===== config.mk =====
export PLATFORM = sky130hd
export DESIGN_NAME = alias_hold_predictor
export DESIGN_NICKNAME = d
export VERILOG_FILES = /design/src/rtl/ahp_pkg.sv /design/src/rtl/ahp_tag_cam.sv /design/src/rtl/ahp_oldest_pending.sv /design/src/rtl/ahp_verdict.sv /design/src/rtl/alias_hold_predictor.sv
export SDC_FILE = /design/constraint.sdc
export NUM_CORES = 1
export LEC_CHECK = 0
export BUFFER_PORTS_ARGS = -buffer_cell sky130_fd_sc_hd__clkbuf_2
export CELL_PAD_IN_SITES_DETAIL_PLACEMENT = 1
export CELL_PAD_IN_SITES_GLOBAL_PLACEMENT = 1
export CORE_UTILIZATION = 51
export CTS_CLUSTER_DIAMETER = 60
export CTS_CLUSTER_SIZE = 8
export DETAILED_ROUTE_END_ITERATION = 16
export PLACE_DENSITY_LB_ADDON = 0.1
export SYNTH_ARGS = -nofsm -noshare
export SYNTH_HDL_FRONTEND = slang
export SYNTH_SLANG_ARGS = --single-unit
export TNS_END_PERCENT = 1

===== constraint.sdc =====
create_clock -name clk -period 8.1 [get_ports clk]
set_input_delay 1.62 -clock clk [delete_from_list [all_inputs] [get_ports clk]]
set_output_delay 1.62 -clock clk [all_outputs]
set_load 0.01 [all_outputs]

===== src/rtl/ahp_pkg.sv =====
package ahp_pkg;
  // Combined outcome of one lookup before the wait index is attached.
  typedef struct packed {
    logic hit;
    logic hold;
  } verdict_t;
endpackage


===== src/rtl/ahp_tag_cam.sv =====
module ahp_tag_cam #(
  parameter int ENTRIES = 16,
  parameter int TAG_W   = 12
) (
  input  logic             clk,
  input  logic             rst_n,
  input  logic             clear_i,
  input  logic             wr_en,
  input  logic [TAG_W-1:0] wr_tag,
  input  logic [TAG_W-1:0] rd_tag,
  output logic             rd_hit,
  output logic             wr_dup
);
  localparam int PTR_W = (ENTRIES > 1) ? $clog2(ENTRIES) : 1;
  localparam logic [PTR_W-1:0] LAST = PTR_W'(ENTRIES - 1);

  logic [ENTRIES-1:0] slot_vld;
  logic [TAG_W-1:0]   slot_tag [ENTRIES];
  logic [ENTRIES-1:0] rd_match;
  logic [ENTRIES-1:0] wr_match;
  logic [PTR_W-1:0]   rr_ptr;

  // One comparator pair per slot: one for the lookup port, one for the
  // training port's duplicate check.
  for (genvar g = 0; g < ENTRIES; g++) begin : g_slot
    assign rd_match[g] = slot_vld[g] && (slot_tag[g] == rd_tag);
    assign wr_match[g] = slot_vld[g] && (slot_tag[g] == wr_tag);

    always_ff @(posedge clk or negedge rst_n) begin
      if (!rst_n) begin
        slot_vld[g] <= 1'b0;
        slot_tag[g] <= '0;
      end else if (clear_i) begin
        slot_vld[g] <= 1'b0;
      end else if (wr_en && (rr_ptr == PTR_W'(g))) begin
        slot_vld[g] <= 1'b1;
        slot_tag[g] <= wr_tag;
      end
    end
  end

  assign rd_hit = |rd_match;
  assign wr_dup = |wr_match;

  always_ff @(posedge clk or negedge rst_n) begin
    if (!rst_n) begin
      rr_ptr <= '0;
    end else if (clear_i) begin
      rr_ptr <= '0;
    end else if (wr_en) begin
      rr_ptr <= (rr_ptr == LAST) ? '0 : rr_ptr + 1'b1;
    end
  end
endmodule


===== src/rtl/ahp_oldest_pending.sv =====
module ahp_oldest_pending #(
  parameter int SQ_DEPTH = 16
) (
  input  logic [$clog2(SQ_DEPTH)-1:0] head,
  input  logic [$clog2(SQ_DEPTH):0]   older_cnt,
  input  logic [SQ_DEPTH-1:0]         pending,
  output logic                        found,
  output logic [$clog2(SQ_DEPTH)-1:0] oldest_idx
);
  localparam int IDX_W = $clog2(SQ_DEPTH);
  localparam int CNT_W = IDX_W + 1;

  // Rotate the pending vector so bit 0 is the oldest store, then keep only
  // the positions older than the load.
  logic [SQ_DEPTH-1:0] aged;
  for (genvar g = 0; g < SQ_DEPTH; g++) begin : g_age
    logic [IDX_W-1:0] pos;
    assign pos     = head + IDX_W'(g);
    assign aged[g] = pending[pos] && (CNT_W'(g) < older_cnt);
  end

  logic [IDX_W-1:0] first_off;
  always_comb begin
    first_off = '0;
    for (int i = SQ_DEPTH - 1; i >= 0; i--) begin
      if (aged[i]) first_off = IDX_W'(i);
    end
  end

  assign found      = |aged;
  assign oldest_idx = head + first_off;
endmodule


===== src/rtl/ahp_verdict.sv =====
module ahp_verdict
  import ahp_pkg::*;
#(
  parameter int IDX_W = 4
) (
  input  logic             lookup_valid,
  input  logic             cam_hit,
  input  logic             store_found,
  input  logic [IDX_W-1:0] store_idx,
  output verdict_t         verdict,
  output logic [IDX_W-1:0] wait_idx
);
  always_comb begin
    verdict.hit  = lookup_valid && cam_hit;
    verdict.hold = verdict.hit && store_found;
    wait_idx     = verdict.hold ? store_idx : '0;
  end
endmodule


===== src/rtl/alias_hold_predictor.sv =====
module alias_hold_predictor
  import ahp_pkg::*;
#(
  parameter int ENTRIES  = 16,
  parameter int TAG_W    = 12,
  parameter int SQ_DEPTH = 16
) (
  input  logic                        clk,
  input  logic                        rst_n,
  input  logic                        clear_i,
  input  logic                        train_valid,
  output logic                        train_ready,
  input  logic [TAG_W-1:0]            train_tag,
  input  logic                        lookup_valid,
  input  logic [TAG_W-1:0]            lookup_tag,
  input  logic [$clog2(SQ_DEPTH)-1:0] sq_head,
  input  logic [$clog2(SQ_DEPTH):0]   sq_older_cnt,
  input  logic [SQ_DEPTH-1:0]         sq_pending,
  output logic                        lookup_hit,
  output logic                        lookup_hold,
  output logic [$clog2(SQ_DEPTH)-1:0] lookup_wait_idx
);
  localparam int IDX_W = $clog2(SQ_DEPTH);

  logic             cam_hit;
  logic             train_dup;
  logic             train_wr;
  logic             store_found;
  logic [IDX_W-1:0] store_idx;
  verdict_t         verdict;

  assign train_ready = !clear_i;
  assign train_wr    = train_valid && train_ready && !train_dup;

  ahp_tag_cam #(
    .ENTRIES (ENTRIES),
    .TAG_W   (TAG_W)
  ) u_cam (
    .clk     (clk),
    .rst_n   (rst_n),
    .clear_i (clear_i),
    .wr_en   (train_wr),
    .wr_tag  (train_tag),
    .rd_tag  (lookup_tag),
    .rd_hit  (cam_hit),
    .wr_dup  (train_dup)
  );

  ahp_oldest_pending #(
    .SQ_DEPTH (SQ_DEPTH)
  ) u_find (
    .head       (sq_head),
    .older_cnt  (sq_older_cnt),
    .pending    (sq_pending),
    .found      (store_found),
    .oldest_idx (store_idx)
  );

  ahp_verdict #(
    .IDX_W (IDX_W)
  ) u_verdict (
    .lookup_valid (lookup_valid),
    .cam_hit      (cam_hit),
    .store_found  (store_found),
    .store_idx    (store_idx),
    .verdict      (verdict),
    .wait_idx     (lookup_wait_idx)
  );

  assign lookup_hit  = verdict.hit;
  assign lookup_hold = verdict.hold;
endmodule


# ---- After elaboration in Yosys (flattened, before gate mapping)
# Index checks and enable logic that the tools add are counted.
dict set report totals {
  in_bits 54
  reg_bits 212
}
dict set report classes {
  n_lt_le_gt_ge 32
  bitwise_logic 1
  eq_ne 47
  n_reduce_logical 107
  n_addsub 17
  n_mux 84
}
# operator n
set ops {}
lappend ops {{equality test 12 bit} 32}
lappend ops {{< comparator 4 x 5 -> 1 bit, second input constant} 16}
lappend ops {{two-way mux 4 bit} 20}
lappend ops {{logical AND 1 bit} 68}
lappend ops {{binary-select mux 1 bit (select 4 bit)} 16}
lappend ops {{two-way mux 1 bit} 48}
lappend ops {{OR reduction 16 bit} 3}
lappend ops {{< comparator 4 x 5 -> 1 bit, first input constant} 8}
lappend ops {{nonzero test 2 bit} 17}
lappend ops {{adder 4 bit, second input constant} 8}
lappend ops {{equality test 4 bit, second input constant} 8}
lappend ops {{AND reduction 2 bit} 16}
lappend ops {{< comparator 3 x 5 -> 1 bit, first input constant} 4}
lappend ops {{adder 4 x 3 -> 4 bit, second input constant} 4}
lappend ops {{equality test 4 x 3 -> 1 bit, second input constant} 4}
lappend ops {{< comparator 1 x 5 -> 1 bit, first input constant} 2}
lappend ops {{< comparator 2 x 5 -> 1 bit, first input constant} 2}
lappend ops {{adder 4 x 1 -> 4 bit, second input constant} 2}
lappend ops {{adder 4 x 2 -> 4 bit, second input constant} 2}
lappend ops {{equality test 4 x 2 -> 1 bit, second input constant} 2}
lappend ops {{adder 4 bit} 1}
lappend ops {{equality test 4 x 1 -> 1 bit, second input constant} 1}
lappend ops {{logical NOT 4 bit} 1}
lappend ops {{logical NOT 1 bit} 2}
lappend ops {{inverter 1 bit} 1}

# ---- Depth between registers and ports, before layout
dict set report logic_depth {
  depth_word 22
  depth_mapped 18
  ltp_nobuf 15
}

# ---- By module
# From an unflattened synthesis, not the netlist that was laid out.
dict set report unflattened {
  cells_unflattened 1285
  hier_area_um2 14632.8
}
# module area_per_inst_um2 instances cells_per_inst
set by_module_without_submodules {}
lappend by_module_without_submodules {ahp_tag_cam 12846.1 1 1117}
lappend by_module_without_submodules {ahp_oldest_pending 1720.4 1 160}
lappend by_module_without_submodules {ahp_verdict 50.0 1 6}
lappend by_module_without_submodules {alias_hold_predictor 16.3 1 2}

# ---- Worst setup path after synthesis
# No wires, ideal clock.
dict set report synth_timing {
  path_type {input to output}
  start {input port sq_head[0]}
  end {output port lookup_wait_idx[3]}
  setup_slack_ns 0.910
  stages 17
  n_path_buf 3
  required_ns 6.480
  t_arrival_ns 5.570
  path_cell_list {buf_2 > buf_2 > inv_1 > ha_1 > buf_4 > mux4_2 > mux4_2 > a21boi_0 > a21boi_0 > o21ai_0 > a21oi_1 > ha_1 > a21o_1 > a21oi_1 > xor2_1 > nand3b_1 > a21boi_1}
}
dict set report synth_between {
  elab_chain_cells 22
}
# element line
set synth_rtl {}
lappend synth_rtl {{from (decl)} alias_hold_predictor.sv:16} ;# input logic [$clog2(SQ_DEPTH)-1:0] sq_head,
lappend synth_rtl {{adder 4 bit} ahp_oldest_pending.sv:18} ;# assign pos = head + IDX_W'(g);
lappend synth_rtl {{binary-select mux 1 bit (select 4 bit)} ahp_oldest_pending.sv:19} ;# assign aged[g] = pending[pos] && (CNT_W'(g) < older_cnt);
lappend synth_rtl {{two-way mux 1 bit (implied by the code)} ahp_oldest_pending.sv:19}
lappend synth_rtl {{logical AND 1 bit} ahp_oldest_pending.sv:19}
lappend synth_rtl {{two-way mux 4 bit (16 in series)} ahp_oldest_pending.sv:26} ;# if (aged[i]) first_off = IDX_W'(i);
lappend synth_rtl {{adder 4 bit} ahp_oldest_pending.sv:31} ;# assign oldest_idx = head + first_off;
lappend synth_rtl {{two-way mux 4 bit (*)} ahp_verdict.sv:16} ;# wait_idx = verdict.hold ? store_idx : '0;
lappend synth_rtl {{to (decl)} alias_hold_predictor.sv:21} ;# output logic [$clog2(SQ_DEPTH)-1:0] lookup_wait_idx
# Every way passes the cells marked *; elsewhere a longest branch is shown, timed or not. The select of a mux whose other input is x is not followed.

# ---- Final worst setup path
dict set report layout_timing {
  start {input port sq_head[1]}
  end {output port lookup_wait_idx[3]}
}
# The elaborated chain is that of the path after synthesis.

==> impl_metrics.prom <==
# TYPE chip_impl_metric gauge
chip_impl_info{name="outcome",value="completed"} 1
chip_impl_metric{name="grt_first_pass_wirelength",unit="mm"} 65.32
chip_impl_metric{name="crit_arrival",unit="ns"} 5.73
chip_impl_metric{name="timing_worst_slew_pin_value",unit="ns"} 1.193
chip_impl_metric{name="relative_slew_margins",unit="%"} 20.43
chip_impl_info{name="worst_setup_path_startpoint",value="sq_head[1]"} 1
chip_impl_metric{name="post-route-drc-count",unit=""} 0
chip_impl_metric{name="clock_power_share",unit="%"} 36.5
chip_impl_metric{name="drive_above_1_share",unit="%"} 18.96
chip_impl_metric{name="die_width",unit="um"} 171.6
chip_impl_metric{name="core.rowCount",unit=""} 61
chip_impl_metric{name="synth_area_per_cell",unit="um2"} 11.38
chip_impl_metric{name="worst_skew_pair.late_latency",unit="ns"} 0.58
chip_impl_info{name="worstHoldPathType",value="reg2reg"} 1
chip_impl_info{name="rsz0062_at_grt",value="false"} 1
chip_impl_metric{name="detail-route-antenna-nets",unit=""} 0
chip_impl_metric{name="synth_cell_types",unit=""} 52
chip_impl_metric{name="clockBufferDepth",unit=""} 3
chip_impl_metric{name="vias",unit=""} 9968
chip_impl_metric{name="max-vdd-ir-drop",unit="mV"} 0.1720
chip_impl_metric{name="gpl.final_weighted_congestion",unit=""} 0.8809
chip_impl_metric{name="wirelength",unit="mm"} 42.03
chip_impl_metric{name="setup_viol",unit=""} 0
chip_impl_metric{name="internal_power",unit="W"} 0.002212
chip_impl_metric{name="power.density_cell_area",unit="nW/um2"} 199.1
chip_impl_metric{name="detailedPlace.worstSlack",unit="ns"} 0.7170
chip_impl_metric{name="synth_seq_cells",unit=""} 212
chip_impl_metric{name="seq_power_share",unit="%"} 41.0
chip_impl_metric{name="synth_warnings",unit=""} 0
chip_impl_info{name="cts_tree",value="built"} 1
chip_impl_metric{name="leakagePower",unit="nW"} 6.385
chip_impl_metric{name="netSwitchingPower",unit="W"} 0.0009451
chip_impl_metric{name="number_of_global_route_vias_before_repair",unit=""} 10830
chip_impl_metric{name="regToRegSetupSlack",unit="ns"} 4.27
chip_impl_metric{name="count_of_flip_flops_with_a_built_in_enable_after_synthesis",unit=""} 0
chip_impl_info{name="crit_path_end",value="lookup_wait_idx[3]"} 1
chip_impl_metric{name="final_nets",unit=""} 1377
chip_impl_metric{name="dieHeight",unit="um"} 171.6
chip_impl_metric{name="cts_hold_buffers",unit=""} 0
chip_impl_metric{name="post_cts_resized",unit=""} 0
chip_impl_metric{name="fmax",unit="GHz"} 0.1361
chip_impl_metric{name="post-cts-setup-buffers",unit=""} 0
chip_impl_metric{name="synthArstFlopShare",unit="%"} 100.0
chip_impl_metric{name="period_minus_slack",unit="ns"} 7.347
chip_impl_metric{name="nFillCells",unit=""} 2913
chip_impl_metric{name="final-seq-area",unit="um2"} 5305
chip_impl_metric{name="dieArea",unit="um2"} 29440
chip_impl_metric{name="portBuffers",unit=""} 60
chip_impl_info{name="clock_root_buffer",value="sky130_fd_sc_hd__clkbuf_16"} 1
chip_impl_info{name="synthFlopType",value="sky130_fd_sc_hd__dfrtp_1"} 1
chip_impl_metric{name="setup-tns-final",unit="ns"} 0
chip_impl_metric{name="final_hold_viol_count",unit=""} 0
chip_impl_metric{name="cts_num_sinks",unit=""} 212
chip_impl_metric{name="swShare",unit="%"} 29.94
chip_impl_metric{name="pwr-share-comb",unit="%"} 22.4
chip_impl_metric{name="cap_viol_max_count",unit=""} 0
chip_impl_metric{name="synthesis.nets",unit=""} 1358
chip_impl_metric{name="ctsHtreeMaxLevel",unit=""} 1
chip_impl_info{name="setup.worst_path.class",value="in2out"} 1
chip_impl_metric{name="setup_slack",unit="ns"} 0.7534
chip_impl_metric{name="hold_path_depth",unit=""} 1
chip_impl_info{name="rr_endpoint",value="u_cam.slot_tag[145]"} 1
chip_impl_metric{name="multiInputGateArea",unit="um2"} 8648
chip_impl_metric{name="io_pins",unit=""} 61
chip_impl_metric{name="timing.final.crit_share",unit="%"} 90.70
chip_impl_metric{name="syn-cell-area",unit="um2"} 14670
chip_impl_metric{name="finalMaxSlewViolations",unit=""} 0
chip_impl_metric{name="viasPerCell",unit=""} 5.895
chip_impl_metric{name="syn-instance-count",unit=""} 1289
chip_impl_metric{name="place.detailed.hpwl",unit="mm"} 28.65
chip_impl_metric{name="floorplan.initialDensity",unit="%"} 52.37
chip_impl_metric{name="synthToLayoutAreaGrowth",unit="%"} 8.095
chip_impl_metric{name="cp_max_fo",unit=""} 12
chip_impl_metric{name="worst_clock_skew",unit="ns"} 0.03732
chip_impl_metric{name="antenna_found_initial",unit=""} 1
chip_impl_metric{name="grt_use_total",unit="%"} 29.86
chip_impl_metric{name="drt_pass1_iterations",unit=""} 5
chip_impl_metric{name="cts_buffers",unit=""} 31
chip_impl_metric{name="clock_pin_slew_reported_for_the_worst_setup_and_hold_paths_after_clock_tree_synthesis",unit="ns"} 0.05
chip_impl_info{name="critical_path.endpoint_type",value="output port"} 1
chip_impl_metric{name="ant_diodes",unit=""} 0
chip_impl_info{name="worstReg2RegStart",value="u_cam.slot_tag[6]"} 1
chip_impl_metric{name="core_area",unit="um2"} 28010
chip_impl_metric{name="avgRoutedWirePerCell",unit="um"} 24.85
chip_impl_metric{name="critPathRequiredTime",unit="ns"} 6.48
chip_impl_metric{name="r2r_cells",unit=""} 7
chip_impl_metric{name="detailed_route_iter0_violations",unit=""} 503
chip_impl_metric{name="grt_start_max_net_pins",unit=""} 75
chip_impl_info{name="worst_setup_path_start_kind",value="input pin"} 1
chip_impl_metric{name="grt.overflow.total",unit=""} 0
chip_impl_metric{name="synth_seq_area_share",unit="%"} 36.17
==> through the flow <==
stage / total power, W / util (%) / cells / area (um2) / hold WS (ns)
floorplan: 0.001828 / - / 1289 / 14670 / 0.4704
global placement: 0.001994 / 53.63 / 1653 / 15020 / 0.4857
detailed placement: 0.002019 / 53.63 / 1653 / 15020 / 0.4955
CTS: 0.003183 / 56.60 / 1691 / 15860 / 0.5074
global route: 0.003287 / 56.60 / 1691 / 15860 / 0.5238
finish: 0.003157 / 56.60 / 1691 / 15860 / 0.5108
==> state kept, by name, summed over array words and instances, names as in the netlist <==
name	cells
u_cam.slot_tag	192
u_cam.slot_vld	16
u_cam.rr_ptr	4
==> worst min path at each step <==
stage                                  start            endpoint
after floorplan            u_cam.slot_vld[4]   u_cam.slot_vld[4]
after global placement    u_cam.slot_vld[10]  u_cam.slot_vld[10]
after detailed placement   u_cam.slot_vld[1]   u_cam.slot_vld[1]
after CTS                  u_cam.slot_vld[1]   u_cam.slot_vld[1]
after global routing      u_cam.slot_vld[12]  u_cam.slot_vld[12]
final                      u_cam.slot_vld[4]   u_cam.slot_vld[4]
==> Yosys cell counts, drive strengths merged, types with 3 or more instances <==
| library cell | n | area (um2) |
|---|---|---|
| a21boi | 6 | 45.05 |
| a21o | 19 | 142.6 |
| a21oi | 12 | 60.06 |
| a22oi | 3 | 22.52 |
| and3 | 3 | 18.77 |
| buf | 75 | 560.5 |
| clkbuf | 30 | 112.6 |
| dfrtp | 212 | 5305 |
| ha | 14 | 175.2 |
| inv | 13 | 48.80 |
| mux2 | 194 | 2185 |
| mux2i | 21 | 210.2 |
| mux4 | 28 | 630.6 |
| nand2 | 54 | 202.7 |
| nand2b | 6 | 37.54 |
| nand3 | 31 | 155.2 |
| nand4 | 63 | 394.1 |
| nor2 | 11 | 41.29 |
| nor4 | 60 | 589.3 |
| o21ai | 11 | 55.05 |
| or3 | 3 | 18.77 |
| xnor2 | 368 | 3223 |
| xor2 | 26 | 227.7 |
==> power by group through the flow <==
stage | sequential, W | clock, W | combinational [W]
floorplan | 0.00128 | 0 | 0.000546
global placement | 0.00130 | 0 | 0.000691
detailed placement | 0.00131 | 0 | 0.000708
CTS | 0.00129 | 0.00118 | 0.000714
global route | 0.00131 | 0.00120 | 0.000775
finish | 0.00130 | 0.00115 | 0.000709
==> routing by layer <==
metal | GRT usage (%) | part of all wire (%) | up-vias
met5 | 0 | 0.031 | -
met4 | 9.356 | 3.0 | 2
met3 | 4.556 | 4.5 | 80
met2 | 50.54 | 49 | 226
met1 | 39.18 | 44 | 5132
li1 | - | - | 4528
==> cells in the final DEF (no fill, tap or decap), types with 2 or more instances in the layout <==
| cell | synthesis | layout |
|---|---|---|
| sky130_fd_sc_hd__nor2_1 | 11 | 11 |
| sky130_fd_sc_hd__mux4_2 | 28 | 28 |
| sky130_fd_sc_hd__o21ai_1 | 2 | 2 |
| sky130_fd_sc_hd__nand2b_1 | 6 | 6 |
| sky130_fd_sc_hd__clkbuf_2 | 0 | 59 |
| sky130_fd_sc_hd__dfrtp_1 | 212 | 212 |
| sky130_fd_sc_hd__o21ai_0 | 9 | 9 |
| sky130_fd_sc_hd__xnor2_1 | 368 | 368 |
| sky130_fd_sc_hd__mux2i_1 | 21 | 21 |
| sky130_fd_sc_hd__nor3_1 | 2 | 2 |
| sky130_fd_sc_hd__nor4_2 | 3 | 3 |
| sky130_fd_sc_hd__clkbuf_16 | 0 | 31 |
| sky130_fd_sc_hd__ha_1 | 14 | 14 |
| sky130_fd_sc_hd__inv_1 | 13 | 13 |
| sky130_fd_sc_hd__nor2b_1 | 2 | 2 |
| sky130_fd_sc_hd__and3_1 | 3 | 3 |
| sky130_fd_sc_hd__clkbuf_1 | 30 | 4 |
| sky130_fd_sc_hd__a21boi_0 | 5 | 5 |
| sky130_fd_sc_hd__or2_2 | 2 | 2 |
| sky130_fd_sc_hd__and2_1 | 2 | 2 |
| sky130_fd_sc_hd__mux2_1 | 117 | 117 |
| sky130_fd_sc_hd__nand3_1 | 31 | 31 |
| sky130_fd_sc_hd__nand2_1 | 54 | 54 |
| sky130_fd_sc_hd__a21o_1 | 19 | 19 |
| sky130_fd_sc_hd__o41ai_1 | 2 | 2 |
| sky130_fd_sc_hd__or3_1 | 3 | 3 |
| sky130_fd_sc_hd__a41oi_1 | 2 | 2 |
| sky130_fd_sc_hd__xor2_1 | 26 | 26 |
| sky130_fd_sc_hd__a22oi_1 | 3 | 3 |
| sky130_fd_sc_hd__nor4_4 | 13 | 13 |
| sky130_fd_sc_hd__buf_4 | 11 | 31 |
| sky130_fd_sc_hd__mux2_2 | 77 | 77 |
| sky130_fd_sc_hd__a21oi_1 | 12 | 12 |
| sky130_fd_sc_hd__nand4_1 | 63 | 63 |
| sky130_fd_sc_hd__nor4_1 | 44 | 44 |
==> critical path, cell delays in order <==
cell and delay [ns]:
sky130_fd_sc_hd__clkbuf_2 0.10, sky130_fd_sc_hd__inv_1 0.11, sky130_fd_sc_hd__ha_1 0.70, sky130_fd_sc_hd__mux4_2 0.61, sky130_fd_sc_hd__mux4_2 0.50, sky130_fd_sc_hd__a21boi_0 0.29, sky130_fd_sc_hd__a21boi_0 0.20, sky130_fd_sc_hd__o21ai_0 0.10
sky130_fd_sc_hd__a21oi_1 0.26, sky130_fd_sc_hd__ha_1 0.28, sky130_fd_sc_hd__a21o_1 0.15, sky130_fd_sc_hd__a21oi_1 0.17, sky130_fd_sc_hd__xor2_1 0.23, sky130_fd_sc_hd__nand3b_1 0.10, sky130_fd_sc_hd__a21boi_1 0.14, sky130_fd_sc_hd__clkbuf_2 0.15
==> layout make-up <==
type | instances | area share, %
tap | 378 | 2.983
clock buffer | 36 | 5.074
multi-input combinational | 958 | 54.55
sequential | 212 | 33.46
inverter | 14 | 0.3314
timing repair buffer | 91 | 3.425
clock inverter | 2 | 0.1815
==> kinds of logic after synthesis <==
| family | synth area share (%) |
|---|---|
| xor+xnor | 23.53 |
| flops | 36.17 |
| buf+inv | 4.948 |
| simple gates | 10.43 |
| fa+ha+maj | 1.331 |
| mux | 20.63 |
| compound gates | 2.969 |
No activity file was read; power rests on OpenSTA's default activity.
